File: src/rtl/segcorr_pkg.sv
package segcorr_pkg;

   function automatic int imax(input int a, input int b);
      return (a > b) ? a : b;
   endfunction

   // Multiplier implementation options
   localparam int MULT_NATIVE   = 0;
   localparam int MULT_SHIFTADD = 1;

endpackage

File: src/rtl/seg_weight.sv
// Maps a coarse segment index to its odd, mid-centred signed weight 2c-(2^N-1).
module seg_weight #(
   parameter int CRS_W = 4,
   localparam int WGT_W = CRS_W + 1
) (
   input  logic [CRS_W-1:0]        crs_i,
   output logic signed [WGT_W-1:0] wgt_o
);
   generate
      if (CRS_W < 2) begin : g_bad_crs
         $error("seg_weight: CRS_W must be at least 2");
      end
   endgenerate

   // 2c+1-2^CRS_W in CRS_W+1 bits is {c,1} with the top bit inverted
   always_comb begin
      wgt_o = {~crs_i[CRS_W-1], crs_i[CRS_W-2:0], 1'b1};
   end
endmodule

File: src/rtl/step_shadow.sv
// Holds the step-error estimate steady between update strobes.
module step_shadow #(
   parameter int STEP_W = 12
) (
   input  logic                     clk,
   input  logic                     rst,
   input  logic                     upd_i,
   input  logic signed [STEP_W-1:0] step_i,
   output logic signed [STEP_W-1:0] step_o
);
   generate
      if (STEP_W < 2) begin : g_bad_step
         $error("step_shadow: STEP_W must be at least 2");
      end
   endgenerate

   always_ff @(posedge clk) begin
      if (rst)        step_o <= '0;
      else if (upd_i) step_o <= step_i;
   end

   AST_SHADOW_HOLD: assert property (@(posedge clk) disable iff (rst)
      !upd_i |=> $stable(step_o));
   AST_SHADOW_LOAD: assert property (@(posedge clk) disable iff (rst)
      upd_i |=> (step_o == $past(step_i)));
endmodule

File: src/rtl/seg_mult_stage.sv
// Stage 1: weighted step product and scaled base code, registered.
module seg_mult_stage #(
   parameter int RAW_W  = 10,
   parameter int STEP_W = 12,
   parameter int FRAC_W = 5,
   parameter int WGT_W  = 5,
   parameter int MULT_STYLE = segcorr_pkg::MULT_NATIVE,
   localparam int PROD_W = STEP_W + WGT_W,
   localparam int BASE_W = RAW_W + FRAC_W
) (
   input  logic                     clk,
   input  logic                     rst,
   input  logic                     vld_i,
   input  logic [RAW_W-1:0]         raw_i,
   input  logic signed [WGT_W-1:0]  wgt_i,
   input  logic signed [STEP_W-1:0] step_i,
   output logic                     vld_o,
   output logic [BASE_W-1:0]        base_o,
   output logic signed [PROD_W-1:0] prod_o
);
   logic signed [PROD_W-1:0] prod_c;

   generate
      if (MULT_STYLE == segcorr_pkg::MULT_NATIVE) begin : g_native
         always_comb begin
            prod_c = PROD_W'(step_i) * PROD_W'(wgt_i);
         end
      end else if (MULT_STYLE == segcorr_pkg::MULT_SHIFTADD) begin : g_shiftadd
         logic signed [PROD_W-1:0] step_x;
         logic signed [PROD_W-1:0] part [WGT_W];
         assign step_x = PROD_W'(step_i);
         for (genvar b = 0; b < WGT_W; b++) begin : g_part
            assign part[b] = wgt_i[b] ? (step_x <<< b) : '0;
         end
         always_comb begin
            prod_c = '0;
            for (int b = 0; b < WGT_W - 1; b++) prod_c = prod_c + part[b];
            prod_c = prod_c - part[WGT_W-1];  // sign bit carries negative weight
         end
      end else begin : g_bad_style
         $error("seg_mult_stage: unknown MULT_STYLE");
      end
   endgenerate

   always_ff @(posedge clk) begin
      if (rst) begin
         vld_o  <= 1'b0;
         base_o <= '0;
         prod_o <= '0;
      end else begin
         vld_o <= vld_i;
         if (vld_i) begin
            base_o <= {raw_i, {FRAC_W{1'b0}}};
            prod_o <= prod_c;
         end
      end
   end

   AST_ZERO_STEP_PASS: assert property (@(posedge clk) disable iff (rst)
      (vld_i && step_i == '0) |=> (prod_o == '0));
endmodule

File: src/rtl/seg_add_stage.sv
// Stage 2: sum of base code and correction into the widened output.
module seg_add_stage #(
   parameter int RAW_W  = 10,
   parameter int STEP_W = 12,
   parameter int FRAC_W = 5,
   parameter int WGT_W  = 5,
   localparam int PROD_W = STEP_W + WGT_W,
   localparam int BASE_W = RAW_W + FRAC_W,
   localparam int OUT_W  = segcorr_pkg::imax(PROD_W, BASE_W + 1) + 1
) (
   input  logic                     clk,
   input  logic                     rst,
   input  logic                     vld_i,
   input  logic [BASE_W-1:0]        base_i,
   input  logic signed [PROD_W-1:0] prod_i,
   output logic                     vld_o,
   output logic signed [OUT_W-1:0]  sum_o
);
   localparam longint WMAX = (64'sd1 <<< (WGT_W - 1)) - 1;
   localparam longint SMAG = 64'sd1 <<< (STEP_W - 1);
   localparam longint LO   = -(SMAG * WMAX);
   localparam longint HI   = (((64'sd1 <<< RAW_W) - 1) <<< FRAC_W) + SMAG * WMAX;

   generate
      if (OUT_W > 62) begin : g_bad_out
         $error("seg_add_stage: output too wide for range checking");
      end
   endgenerate

   logic signed [OUT_W-1:0] sum_c;
   always_comb begin
      sum_c = $signed({1'b0, base_i}) + OUT_W'(prod_i);
   end

   always_ff @(posedge clk) begin
      if (rst) begin
         vld_o <= 1'b0;
         sum_o <= '0;
      end else begin
         vld_o <= vld_i;
         if (vld_i) sum_o <= sum_c;
      end
   end

   AST_NO_OVERFLOW: assert property (@(posedge clk) disable iff (rst)
      (longint'(sum_o) >= LO) && (longint'(sum_o) <= HI));
   AST_IDLE_HOLD: assert property (@(posedge clk) disable iff (rst)
      !vld_i |=> $stable(sum_o));
endmodule

File: src/rtl/seg_step_corrector.sv
module seg_step_corrector #(
   parameter int RAW_W      = 10,
   parameter int CRS_W      = 4,
   parameter int STEP_W     = 12,
   parameter int FRAC_W     = 5,
   parameter int MULT_STYLE = segcorr_pkg::MULT_NATIVE,
   localparam int WGT_W  = CRS_W + 1,
   localparam int PROD_W = STEP_W + WGT_W,
   localparam int BASE_W = RAW_W + FRAC_W,
   localparam int OUT_W  = segcorr_pkg::imax(PROD_W, BASE_W + 1) + 1
) (
   input  logic                    clk,
   input  logic                    rst,
   input  logic                    smp_vld_i,
   input  logic [RAW_W-1:0]        raw_i,
   input  logic [CRS_W-1:0]        crs_i,
   input  logic [STEP_W-1:0]       step_i,
   input  logic                    step_upd_i,
   output logic [OUT_W-1:0]        corr_o,
   output logic                    corr_vld_o
);
   generate
      if (FRAC_W >= STEP_W) begin : g_bad_frac
         $error("seg_step_corrector: FRAC_W must be below STEP_W");
      end
   endgenerate

   logic signed [STEP_W-1:0] step_held;
   logic signed [WGT_W-1:0]  wgt;
   logic                     s1_vld;
   logic [BASE_W-1:0]        s1_base;
   logic signed [PROD_W-1:0] s1_prod;
   logic signed [OUT_W-1:0]  s2_sum;

   step_shadow #(.STEP_W(STEP_W)) i_shadow (
      .clk(clk), .rst(rst), .upd_i(step_upd_i),
      .step_i($signed(step_i)), .step_o(step_held)
   );

   seg_weight #(.CRS_W(CRS_W)) i_weight (
      .crs_i(crs_i), .wgt_o(wgt)
   );

   seg_mult_stage #(
      .RAW_W(RAW_W), .STEP_W(STEP_W), .FRAC_W(FRAC_W),
      .WGT_W(WGT_W), .MULT_STYLE(MULT_STYLE)
   ) i_mult (
      .clk(clk), .rst(rst), .vld_i(smp_vld_i), .raw_i(raw_i),
      .wgt_i(wgt), .step_i(step_held),
      .vld_o(s1_vld), .base_o(s1_base), .prod_o(s1_prod)
   );

   seg_add_stage #(
      .RAW_W(RAW_W), .STEP_W(STEP_W), .FRAC_W(FRAC_W), .WGT_W(WGT_W)
   ) i_add (
      .clk(clk), .rst(rst), .vld_i(s1_vld), .base_i(s1_base),
      .prod_i(s1_prod), .vld_o(corr_vld_o), .sum_o(s2_sum)
   );

   assign corr_o = s2_sum;
endmodule

File: config.mk
export PLATFORM = sky130hd
export DESIGN_NAME = seg_step_corrector
export DESIGN_NICKNAME = d
export VERILOG_FILES = /design/src/rtl/segcorr_pkg.sv /design/src/rtl/seg_weight.sv /design/src/rtl/step_shadow.sv /design/src/rtl/seg_mult_stage.sv /design/src/rtl/seg_add_stage.sv /design/src/rtl/seg_step_corrector.sv
export SDC_FILE = /design/constraint.sdc
export NUM_CORES = 1
export LEC_CHECK = 0
export ABC_CLOCK_PERIOD_IN_PS = 6900
export BUFFER_PORTS_ARGS = -buffer_cell sky130_fd_sc_hd__buf_2
export CAP_MARGIN = 20
export CORE_MARGIN = 3
export CORE_UTILIZATION = 40
export DETAILED_ROUTE_END_ITERATION = 16
export GPL_TIMING_DRIVEN = 0
export MAX_ROUTING_LAYER = met4
export PLACE_DENSITY = 0.57
export SYNTH_ARGS = -nofsm -noshare
export SYNTH_HDL_FRONTEND = slang
export SYNTH_HIERARCHICAL = 1
export SYNTH_SLANG_ARGS = --single-unit
File: constraint.sdc
create_clock -name clk -period 6.9 [get_ports clk]
set_input_delay 0.345 -clock clk [delete_from_list [all_inputs] [get_ports clk]]
set_output_delay 0.345 -clock clk [all_outputs]
set_load 0.01 [all_outputs]
# Word-level counts from Yosys, hierarchy flattened
# Index checks and enable logic that the tools add are counted.
word_totals:
  ff_bits: 59
  latch_bits: 0
  mem_bits_rw: 0
  mem_bits_ro: 0
  output_inout_bits: 19
  n_memories: 0
op_classes:
  n_addsub: 1
  n_mul: 1
  div_mod_pow: 0
  order_cmp: 0
  n_eq_ne: 0
  shift: 0
  mux: 0
  bitwise_logic: 1
  n_reduce_logical: 0
op_table:
  columns: ["op", "n"]
  rows:
  - ["16-bit by 17-bit adder with 18-bit output", 1]
  - ["12-bit by 5-bit multiplier with 17-bit output", 1]
  - ["1-bit NOT", 1]

# Longest topological paths before layout
# Gate-level depths: netlist of run 1.
logic_depth:
  depth_word: 2
  depth_mapped: 17

# Modules after synthesis
# Netlist of run 1, hierarchy kept.
modules_own_cells:
  columns: ["module", "n_inst", "cells_per_inst", "area_each_um2", "seq_area_each_um2"]
  rows:
  - ["seg_mult_stage", 1, 356, 3114.2, 560.5]
  - ["seg_add_stage", 1, 173, 1440.1, 380.4]
  - ["step_shadow", 1, 38, 420.4, 240.2]
  - ["seg_weight", 1, 6, 37.5, 0.0]

# Least setup slack after synthesis of run 1
# OpenSTA, ideal clock, no wires.
synth_timing:
  path_kind: "input to register"
  startpoint: "in crs_i[3]"
  endpoint: "reg i_mult.prod_o[14]"
  setup_time_ns: 0.077
  arrival_time_ns: 3.795
  setup_slack_ns: 3.028
  stages: 16
  cell_sequence: "inv_1 > inv_1 > clkbuf_1 > nor2_1 > fa_1 > fa_1 > inv_1 > fa_1 > inv_1 > ha_1 > a21oi_2 > nand2_1 > o21ai_2 > a21oi_1 > mux2_1 > o22ai_1"
synth_via:
  elab_chain_cells: 2
synth_lines:
  columns: ["item", "line_no", "source"]
  rows:
  - ["start: declaration", "seg_step_corrector.sv:16", "input logic [CRS_W-1:0] crs_i,"]
  - ["1-bit NOT", "seg_weight.sv:17", "wgt_o = {~crs_i[CRS_W-1], crs_i[CRS_W-2:0], 1'b1};"]
  - ["12-bit by 5-bit multiplier with 17-bit output", "seg_mult_stage.sv:26", "prod_c = PROD_W'(step_i) * PROD_W'(wgt_i);"]
  - ["end signal: assignment", "seg_mult_stage.sv:54", "prod_o <= prod_c;"]
  - ["end: declaration", "seg_mult_stage.sv:19", "output logic signed [PROD_W-1:0] prod_o"]
# Every way passes these cells.
# A chain may end at the register's enable or synchronous reset.

# Worst setup path in the final report of run 1
layout_timing:
  startpoint: "in crs_i[3]"
  endpoint: "reg i_mult.prod_o[14]"
layout_via:
  elab_chain_cells: 2
layout_lines:
  columns: ["item", "line_no", "source"]
  rows:
  - ["1-bit NOT", "seg_weight.sv:17", null]
  - ["via wgt[4]", "seg_step_corrector.sv:29", "logic signed [WGT_W-1:0] wgt;"]
  - ["12-bit by 5-bit multiplier with 17-bit output", "seg_mult_stage.sv:26", null]
# The timed path passes the listed nets, and every way through them passes these cells.

==> flow_metrics.tcl, run 1 <==
set metrics [dict create \
    outcome "complete, no violations" \
    viasPerCell 4.889 \
    cp-startpoint "crs_i[3]" \
    totalWireLength_um 10470 \
    end_kind "flop" \
    antenna_found_initial 0 \
    drt-met1-wl_um 4979 \
    synthArstFlopShare_pct 0 \
    grt_pass1_vias 4021 \
    cp_slowest_stage_delay_ns 0.54 \
    vias 3936 \
    grt_pass1_wl_um 18680 \
    setup_viol 0 \
    synth_area_um2 5012 \
    ant_nets 0 \
    rsz0062_at_grt "no" \
    cap_viol_max_count 0 \
    ys_seq_area_share_pct 23.56 \
    syn_area_per_cell_um2 8.747 \
    grt_start_max_net_pins 12 \
    power_per_cell_area_nw_per_um2 223.2 \
    portBuffers 44 \
    relSlewSlack_pct 52.20 \
    met2_length_um 4921 \
    htree_levels 3 \
    place_inst 789 \
    min_from "step_i[0]" \
    drc 0 \
    critPathKind "in -> reg" \
    cts_root_buffer "clkbuf_16" \
    cts_sinks 59 \
    holdWs_ns 0.2480 \
    ctsHoldBuffers 0 \
    cp_common_cell "inv_1" \
    place_congestion 0.7897 \
    skew_ns 0.007629 \
    rr_startpoint "i_shadow/step_o[0]" \
    grt_usage_pct 16.59 \
    fmax_mhz 250.2 \
    clk_pin_slew_ns 0.06 \
    dp_hpwl_um 8615 \
    rows 40 \
    initial_core_util_pct 41.38 \
    design_power_total_mw 1.289 \
    ir_worst_vdd_mv 0.1468 \
    area.growth.synth_to_final_pct 15.23 \
    overflow 0 \
    path_buf_inv 6 \
    worst_pin_slew_ns 0.7170 \
    layout_commonest_cell "nor2_1" \
    wl_per_cell_um 13.01 \
    fp.dieArea_um2 13910 \
    die_h_um 117.9 \
    core_area_um2 12110 \
    ys_types 59 \
    synth_edf_count 0 \
    cts_tree "built" \
    wl_met3_um 392 \
    clock_path_buffers 2 \
    cp-start-kind "primary input" \
    top_layer "met4" \
    setup_tns_ns 0 \
    worst_hold_path_type "in -> reg" \
    synth_flop_cell "dfxtp_1" \
    ys_ff_latch 59 \
    ys_warn_count 6 \
    final_cell_mix "65 x nor2_1, 62 x inv_1, 59 x dfxtp_1" \
    insertion_delay_ns 0.33 \
    drive_gt1_share_pct 13.66 \
    fin_crit_ns 3.997 \
    place_area_um2 5458 \
    power.leakage_nw 2.731 \
    final_area_um2 5776 \
    nets 745 \
    hold_viol 0 \
    die_x_um 117.9 \
    fin_cells 805 \
    numCtsBuffers 9 \
    post_cts_buffers 0 \
    slowest_stage "fa_1" \
    critPathTopFamily "adder cells" \
    pin_count 49 \
    synthCells 573 \
    reg2reg_slack_ns 3.05 \
    drt_iter0_markers 144 \
    firstDrtPassIters 4 \
    required_ns 7.15 \
    fin_crit_sh_pct 57.93 \
    antenna_cells 0 \
    cts_resized 0 \
    arrival_ns 4.25 \
    maxSlewViolCount 0 \
    path_max_fanout 10 \
    path_cells "buf_2 -> inv_1 -> inv_1 -> clkbuf_1 -> nor2_1 -> fa_1 -> fa_1 -> inv_1 -> fa_1 -> inv_1 -> ha_1 -> a21oi_2 -> nand2_1 -> o21ai_2 -> a21oi_1 -> mux2_1 -> o22ai_1" \
]
[cells by family (layout without fill, tap and decap cells)]
group                    after synthesis  after routing  share of synthesized area [%]
buffers and inverters                 92            152                          7.763
flip-flops                            59             59                          23.56
adder cells (fa/ha/maj)               83             83                          26.56
AO/OA/AOI/OAI                         98             98                          13.98
AND/OR/NAND/NOR                      189            189                          18.40
XOR/XNOR                              17             17                          2.971
multiplexers                          33             33                          6.615
other                                  2              6                         0.1498
[per-layer routing]
metal	global-route usage (%)	vias up
met1	20.88	1825
met4	5.201	0
met5	-	-
met2	26.84	69
li1	-	2029
met3	3.508	13
[stage by stage]
stage | utilization [%] | setup slack (ns)
floorplan | - | 3.028
global placement | 45.06 | 2.541
detailed placement | 45.06 | 2.512
CTS | 47.69 | 2.864
global route | 47.69 | 2.602
finish | 47.69 | 2.903
[cells in the mapped netlist, types with 11 or more instances]
cell type,number,area share [%]
clkbuf_1,15,1.1
nor2_1,65,4.9
inv_1,62,4.6
nand2_1,39,2.9
ha_1,44,11
dfxtp_1,59,24
fa_1,39,16
and2_1,41,5.1
nor3_1,13,1.3
o21ai_1,11,1.1
a21oi_1,26,2.6
xnor2_1,15,2.6
mux2i_1,32,6.4
[worst paths after layout]
check / end / depth (start not counted)
hold / removal: i_shadow/step_o[0] / 3
hold reg to reg: i_add/sum_o[12] / 2
setup reg to reg: i_mult/prod_o[15] / 11
setup / recovery: i_mult/prod_o[14] / 17
[registers in the layout, summed over array words and instances (netlist names)]
| register | count |
|---|---|
| i_shadow/step_o | 12 |
| i_add/vld_o | 1 |
| i_mult/prod_o | 17 |
| i_mult/vld_o | 1 |
| i_add/sum_o | 18 |
| i_mult/base_o | 10 |
[report_power, final]
group | switching (mW) | leakage [nW] | internal (mW)
sequential | 0.0247 | 0.485 | 0.374
clock | 0.171 | 0.149 | 0.317
combinational | 0.229 | 2.10 | 0.174
[worst reg2reg max path: stages (launching register included)]
cell	delay (ns)
dfxtp_1	0.37
nand2b_1	0.19
fa_1	0.51
fa_1	0.52
fa_1	0.54
fa_1	0.45
and2b_1	0.26
o211ai_2	0.09
a21boi_2	0.18
o211ai_2	0.16
or4_1	0.43
nand3_1	0.09
[cell type report]
| class | instances | area, um^2 |
|---|---|---|
| Inverter | 64 | 240.2 |
| Timing Repair Buffer | 44 | 220.2 |
| Fill cell | 1235 | 6336 |
| Tap cell | 168 | 210.2 |
| Sequential cell | 59 | 1181 |
| Clock buffer | 10 | 229.0 |
| Multi-Input combinational cell | 426 | 3457 |
| Buffer | 28 | 148.9 |
| Clock inverter | 6 | 88.84 |
No activity file was read; power rests on OpenSTA's default activity.
==> run 2: changes to the inputs <==
- ABC_CLOCK_PERIOD_IN_PS: 6900 -> 3950
- clock period: 6.9 -> 3.95 ns (I/O delays scaled with it)
==> flow_metrics.tcl, run 2 (synthesized netlist as in run 1, its figures left out) <==
set metrics [dict create \
    power.share.clock_pct 37.6 \
    clock_path_buffers 2 \
    wl_per_cell_um 13.13 \
    fin_crit_sh_pct 94.63 \
    switchingPower_mw 0.7515 \
    reg2reg_slack_ns 0.21 \
    netSwitchingFraction_pct 33.19 \
    cp-startpoint "i_shadow/step_o[2]" \
    hold_viol 0 \
    cp_slowest_stage_delay_ns 0.57 \
    initial_core_util_pct 41.38 \
    relSlewSlack_pct 51.85 \
    fp.dieArea_um2 13910 \
    min_delay_path_depth 3 \
    pin_count 49 \
    combinationalPowerShare_pct 31.6 \
    arrival_ns 4.01 \
    cp-start-kind "flop" \
    whs_endpoint "i_shadow/step_o[0]" \
    place_inst 789 \
    grt_pass1_wl_um 18680 \
    totalWireLength_um 10570 \
    cts_root_buffer "clkbuf_16" \
    fin_crit_ns 3.738 \
    antenna_found_initial 0 \
    p_int_mw 1.512 \
    power_per_cell_area_nw_per_um2 390.1 \
    setup_slack_ns 0.2121 \
    core_area_um2 12110 \
    drt_iter0_markers 136 \
    grt_start_max_net_pins 12 \
    ir_worst_vdd_mv 0.2543 \
    firstDrtPassIters 4 \
    power.leakage_nw 2.737 \
    cts_sinks 59 \
    overflow 0 \
    critPathKind "reg -> reg" \
    place_congestion 0.7897 \
    drive_gt1_share_pct 14.91 \
    insertion_delay_ns 0.33 \
    largest_register_ffs 18 \
    ctsHoldBuffers 0 \
    fmax_mhz 267.5 \
    vias 3944 \
    end_kind "flop" \
    min_from "step_i[0]" \
    setup_viol 0 \
    grt_pass1_vias 4021 \
    ant_nets 0 \
    r2r_cells 11 \
    viasPerCell 4.899 \
    pwr-share-seq_pct 30.8 \
    place_area_um2 5458 \
    dp_hpwl_um 8615 \
    layout_commonest_cell "nor2_1" \
    slowest_stage "fa_1" \
    holdWs_ns 0.1003 \
    area.growth.synth_to_final_pct 15.78 \
    setup_tns_ns 0 \
    pre_cts_ws_ns -0.2901 \
    clk_pin_slew_ns 0.06 \
    cts_tree "built" \
    die_x_um 117.9 \
    final_area_um2 5803 \
    fin_util_pct 47.91 \
    nets 745 \
    worst_pin_slew_ns 0.7222 \
    antenna_cells 0 \
    path_max_fanout 6 \
    maxSlewViolCount 0 \
    grt_usage_pct 16.59 \
    rows 40 \
    skew_ns 0.007557 \
    path_cells "nand2_1 -> fa_1 -> fa_1 -> fa_1 -> fa_1 -> and2b_2 -> o211ai_2 -> a21boi_2 -> o211ai_4 -> or4_1 -> nand3_1" \
    final_cell_mix "64 x nor2_1, 62 x inv_1, 56 x dfxtp_1" \
    die_h_um 117.9 \
    outcome "complete, no violations" \
    worst_hold_path_type "in -> reg" \
    largest_register "i_add/sum_o" \
    cap_viol_max_count 0 \
    largestRegisters "i_add/sum_o x18, i_mult/prod_o x17, i_shadow/step_o x12" \
    rsz0062_at_grt "no" \
    cp_common_cell "fa_1" \
    required_ns 4.22 \
    rr_startpoint "i_shadow/step_o[2]" \
    htree_levels 3 \
    regToRegEndpoint "i_mult/prod_o[15]" \
    fin_cells 805 \
    design_power_total_mw 2.264 \
    drc 0 \
    numCtsBuffers 9 \
    portBuffers 44 \
]
run 2: cell types whose count changed in the layout (fill, tap and decap cells not counted), sizes merged:
cell / before / now
buf: 57 / 58
clkbuf: 25 / 24
run 2: layout make-up:
| class | instances | area, um^2 |
|---|---|---|
| fillers | 1238 | 6309 |
| well taps | 168 | 210.2 |
| plain buffers | 27 | 145.1 |
| clock inverters | 6 | 88.84 |
| repair buffers | 45 | 227.7 |
| multi-input cells | 426 | 3477 |
| clock buffers | 10 | 229.0 |
| flip-flops and latches | 59 | 1185 |
| inverters | 64 | 240.2 |
run 2: timing repair:
| action | in CTS | in global routing |
|---|---|---|
| setup endpoints to repair | 0 | 6 |
| resized for setup | 0 | 8 |
| buffers inserted | 0 | 1 |
run 2: power groups by stage:
stage	combinational [mW]	clock (mW)	sequential, mW
after floorplan	0.555	0	0.701
after global placement	0.694	0	0.706
after detailed placement	0.707	0	0.709
after CTS	0.712	0.871	0.697
after global routing	0.826	0.894	0.706
final	0.716	0.852	0.696
run 2: routing by layer:
| metal | global-route usage, % | wire [um] | up-vias |
|---|---|---|---|
| li1 | - | - | 2029 |
| met2 | 26.84 | 4959 | 75 |
| met1 | 20.88 | 5057 | 1827 |
| met3 | 3.508 | 359 | 13 |
| met4 | 5.201 | 190 | 0 |
| met5 | - | 0 | - |
run 2: worst max-delay path by stage:
stage               slack [ns]  cells after the start                 to
finish                    0.21                     11  i_mult/prod_o[15]
global route              0.01                     13  i_mult/prod_o[14]
CTS                       0.06                     17  i_mult/prod_o[14]
detailed placement       -0.29                     17  i_mult/prod_o[14]
global placement         -0.26                     17  i_mult/prod_o[14]
floorplan                 0.23                     16  i_mult/prod_o[14]
run 2: critical path, delay by kind of cell (launching register included):
family	cells	cell delay [ns]
DFF	1	0.38
AOI/OAI and AO/OA	3	0.43
adders and majority gates	4	2.01
and+or+nand+nor	4	0.85
==> run 3: changes to the inputs <==
--- a/config.mk
+++ b/config.mk
@@ -13,8 +13,8 @@
 export DETAILED_ROUTE_END_ITERATION = 16
 export GPL_TIMING_DRIVEN = 0
+export HOLD_SLACK_MARGIN = 0.06
 export MAX_ROUTING_LAYER = met4
 export PLACE_DENSITY = 0.57
 export SYNTH_ARGS = -nofsm -noshare
 export SYNTH_HDL_FRONTEND = slang
-export SYNTH_HIERARCHICAL = 1
 export SYNTH_SLANG_ARGS = --single-unit
==> constraint.sdc (replaced) <==
create_clock -name clk -period 3.95 [get_ports clk]
set_input_delay 0.1975 -clock clk [delete_from_list [all_inputs] [get_ports clk]]
set_output_delay 0.1975 -clock clk [all_outputs]
set_load 0.02 [all_outputs]
==> flow_metrics.tcl, run 3 <==
set metrics [dict create \
    outcome "complete, no violations" \
    pin_count 49 \
    seq_area_um2 1187 \
    min_from "raw_i[6]" \
    drt_iter0_markers 107 \
    firstDrtPassIters 4 \
    clock_path_buffers 2 \
    holdWs_ns 0.09283 \
    synth_area_leader_cell "dfxtp_1" \
    die_x_um 113.1 \
    antenna_found_initial 0 \
    htree_levels 3 \
    rows 38 \
    cts_tree "built" \
    fmax_mhz 265.0 \
    synthCells 490 \
    synth_edf_count 0 \
    r2r_cells 13 \
    fin_cells 693 \
    met2_length_um 4413 \
    yosys-top-cells-area "dfxtp_1 26%, fa_1 17%, ha_1 10%, mux2i_1 9.4%, inv_1 5.2%" \
    min_delay_path_depth 3 \
    cp_slowest_stage_delay_ns 0.54 \
    initial_core_util_pct 41.62 \
    fill_cells 1091 \
    syn_area_per_cell_um2 9.369 \
    ys_seq_area_share_pct 25.73 \
    dp_hpwl_um 7578 \
    cp_common_cell "fa_1" \
    largestRegisters "i_add.sum_o x18, i_mult.prod_o x17, i_shadow.step_o x12" \
    viasPerCell 4.877 \
    portBuffers 46 \
    fin_util_pct 49.08 \
    slowest_stage "fa_1" \
    skew_ns 0.01199 \
    synth_fp_nets 597 \
    grt_pass1_wl_um 16160 \
    largest_register_ffs 18 \
    drc 0 \
    end_kind "flop" \
    ys_warn_count 0 \
    ctsHoldBuffers 0 \
    place_congestion 0.9045 \
    ant_nets 0 \
    cp-start-kind "flop" \
    final_cell_mix "63 x inv_1, 62 x nor2_1, 54 x dfxtp_1" \
    design_power_total_mw 2.326 \
    ys_types 57 \
    largest_register "i_add.sum_o" \
    synth_common_cells "63 x inv_1, 62 x nor2_1, 59 x dfxtp_1, 43 x mux2i_1, 40 x fa_1" \
    wl_per_cell_um 13.84 \
    setup_viol 0 \
    critPathTopFamily "adder cells" \
    area.growth.synth_to_final_pct 17.93 \
    arrival_ns 4.01 \
    final_area_um2 5414 \
    pre_cts_ws_ns -0.3600 \
    overflow 0 \
    die_h_um 113.1 \
    grt_start_max_net_pins 11 \
    synth_top_area_share_pct 25.73 \
    whs_endpoint "i_mult.base_o[11]" \
    setup_slack_ns 0.1764 \
    synthArstFlopShare_pct 0 \
    clk_pin_slew_ns 0.05 \
    regToRegEndpoint "i_mult.prod_o[15]" \
    totalWireLength_um 9588 \
    relSlewSlack_pct 53.33 \
    path_max_fanout 6 \
    grt_usage_pct 16.42 \
    fp.dieArea_um2 12800 \
    core_area_um2 11030 \
    antenna_cells 0 \
    vias 3380 \
    cts_root_buffer "clkbuf_16" \
    nets 655 \
    drive_gt1_share_pct 17.90 \
    numCtsBuffers 9 \
    layout_commonest_cell "inv_1" \
    insertion_delay_ns 0.34 \
    synth_area_um2 4591 \
    required_ns 4.18 \
    worst_hold_path_type "in -> reg" \
    synth_flop_cell "dfxtp_1" \
    ys_ff_latch 59 \
    multiInputGateArea_um2 3177 \
    cts_sinks 59 \
    rr_startpoint "i_shadow.step_o[8]" \
    cap_viol_max_count 0 \
    fin_crit_sh_pct 95.53 \
    yosysMostFrequentCell "inv_1" \
    critPathKind "reg -> reg" \
    hold_viol 0 \
    worst_pin_slew_ns 0.7001 \
    fin_crit_ns 3.774 \
    wl_met3_um 367 \
    top_layer "met4" \
    reg2reg_slack_ns 0.18 \
    power.leakage_nw 2.546 \
    grt_pass1_vias 3341 \
    maxSlewViolCount 0 \
    setup_tns_ns 0 \
    drt-met1-wl_um 4668 \
    ir_worst_vdd_mv 0.3410 \
    place_area_um2 4996 \
    path_buf_inv 2 \
    power_per_cell_area_nw_per_um2 429.6 \
    path_cells "nor2_1 -> fa_1 -> inv_1 -> fa_1 -> fa_1 -> inv_1 -> ha_1 -> a21o_1 -> a21o_1 -> a221o_1 -> a31oi_2 -> xnor2_1 -> a22o_1" \
    place_inst 676 \
]
run 3: cell types whose count changed in the layout (fill, tap and decap cells not counted), sizes merged, moves of 6 or more:
| cell | before | now |
|---|---|---|
| nor2b | 4 | 11 |
| nand2 | 39 | 20 |
| a21oi | 28 | 14 |
| nor3 | 13 | 0 |
| mux2i | 32 | 43 |
| and2 | 41 | 27 |
| conb | 6 | 0 |
| o22ai | 9 | 0 |
| ha | 44 | 37 |
| o21ai | 18 | 10 |
run 3: logic make-up after synthesis:
group / synth area share [%]
AO/OA/AOI/OAI: 11.20
XOR/XNOR: 3.434
adder cells (fa/ha/maj): 27.53
buffers and inverters: 6.677
flip-flops: 25.73
multiplexers: 9.376
AND/OR/NAND/NOR: 16.05
run 3: routing by layer:
metal	track usage [%]	vias to the layer above
met3	3.904	10
met2	25.63	58
met1	20.88	1572
met5	-	-
li1	-	1740
met4	5.849	0
run 3: cell type report:
class | instances | area share [%]
buffer | 18 | 1.317
inverter | 63 | 4.368
sequential | 59 | 21.93
clock buffer | 12 | 4.738
tap | 140 | 3.235
timing repair buffer | 47 | 4.391
clock inverter | 4 | 1.340
multi-input combinational | 350 | 58.68
run 3: how the worst max path moves through the flow:
stage,start,to,cells after the start,slack [ns]
after floorplan,crs_i[3],i_mult.prod_o[12],13,0.14
after global placement,crs_i[3],i_mult.prod_o[12],14,-0.35
after detailed placement,crs_i[3],i_mult.prod_o[12],14,-0.36
after CTS,i_shadow.step_o[3],i_mult.prod_o[12],12,0.02
after global routing,i_shadow.step_o[2],i_mult.prod_o[13],13,-0.009
final,i_shadow.step_o[8],i_mult.prod_o[15],13,0.18
run 3: what timing repair did:
action	CTS	global route
pin swaps	3	8
gates cloned	0	0
setup buffers	1	0
resized for setup	4	17
setup endpoints to repair	5	7
run 3: report_power, final:
group	leakage [nW]	internal, mW	total, mW	switching [mW]
Sequential	0.486	0.657	0.705	0.0479
Combinational	1.90	0.345	0.762	0.417
Clock	0.159	0.585	0.859	0.275
run 3: worst reg2reg max path: cells and delay by family (launching register included):
kind	cells	cell delay [ns]
AO/OA/AOI/OAI	5	1.07
XOR/XNOR	1	0.08
adder cells (fa/ha/maj)	4	1.91
buffers and inverters	2	0.09
flip-flops	1	0.41
AND/OR/NAND/NOR	1	0.10
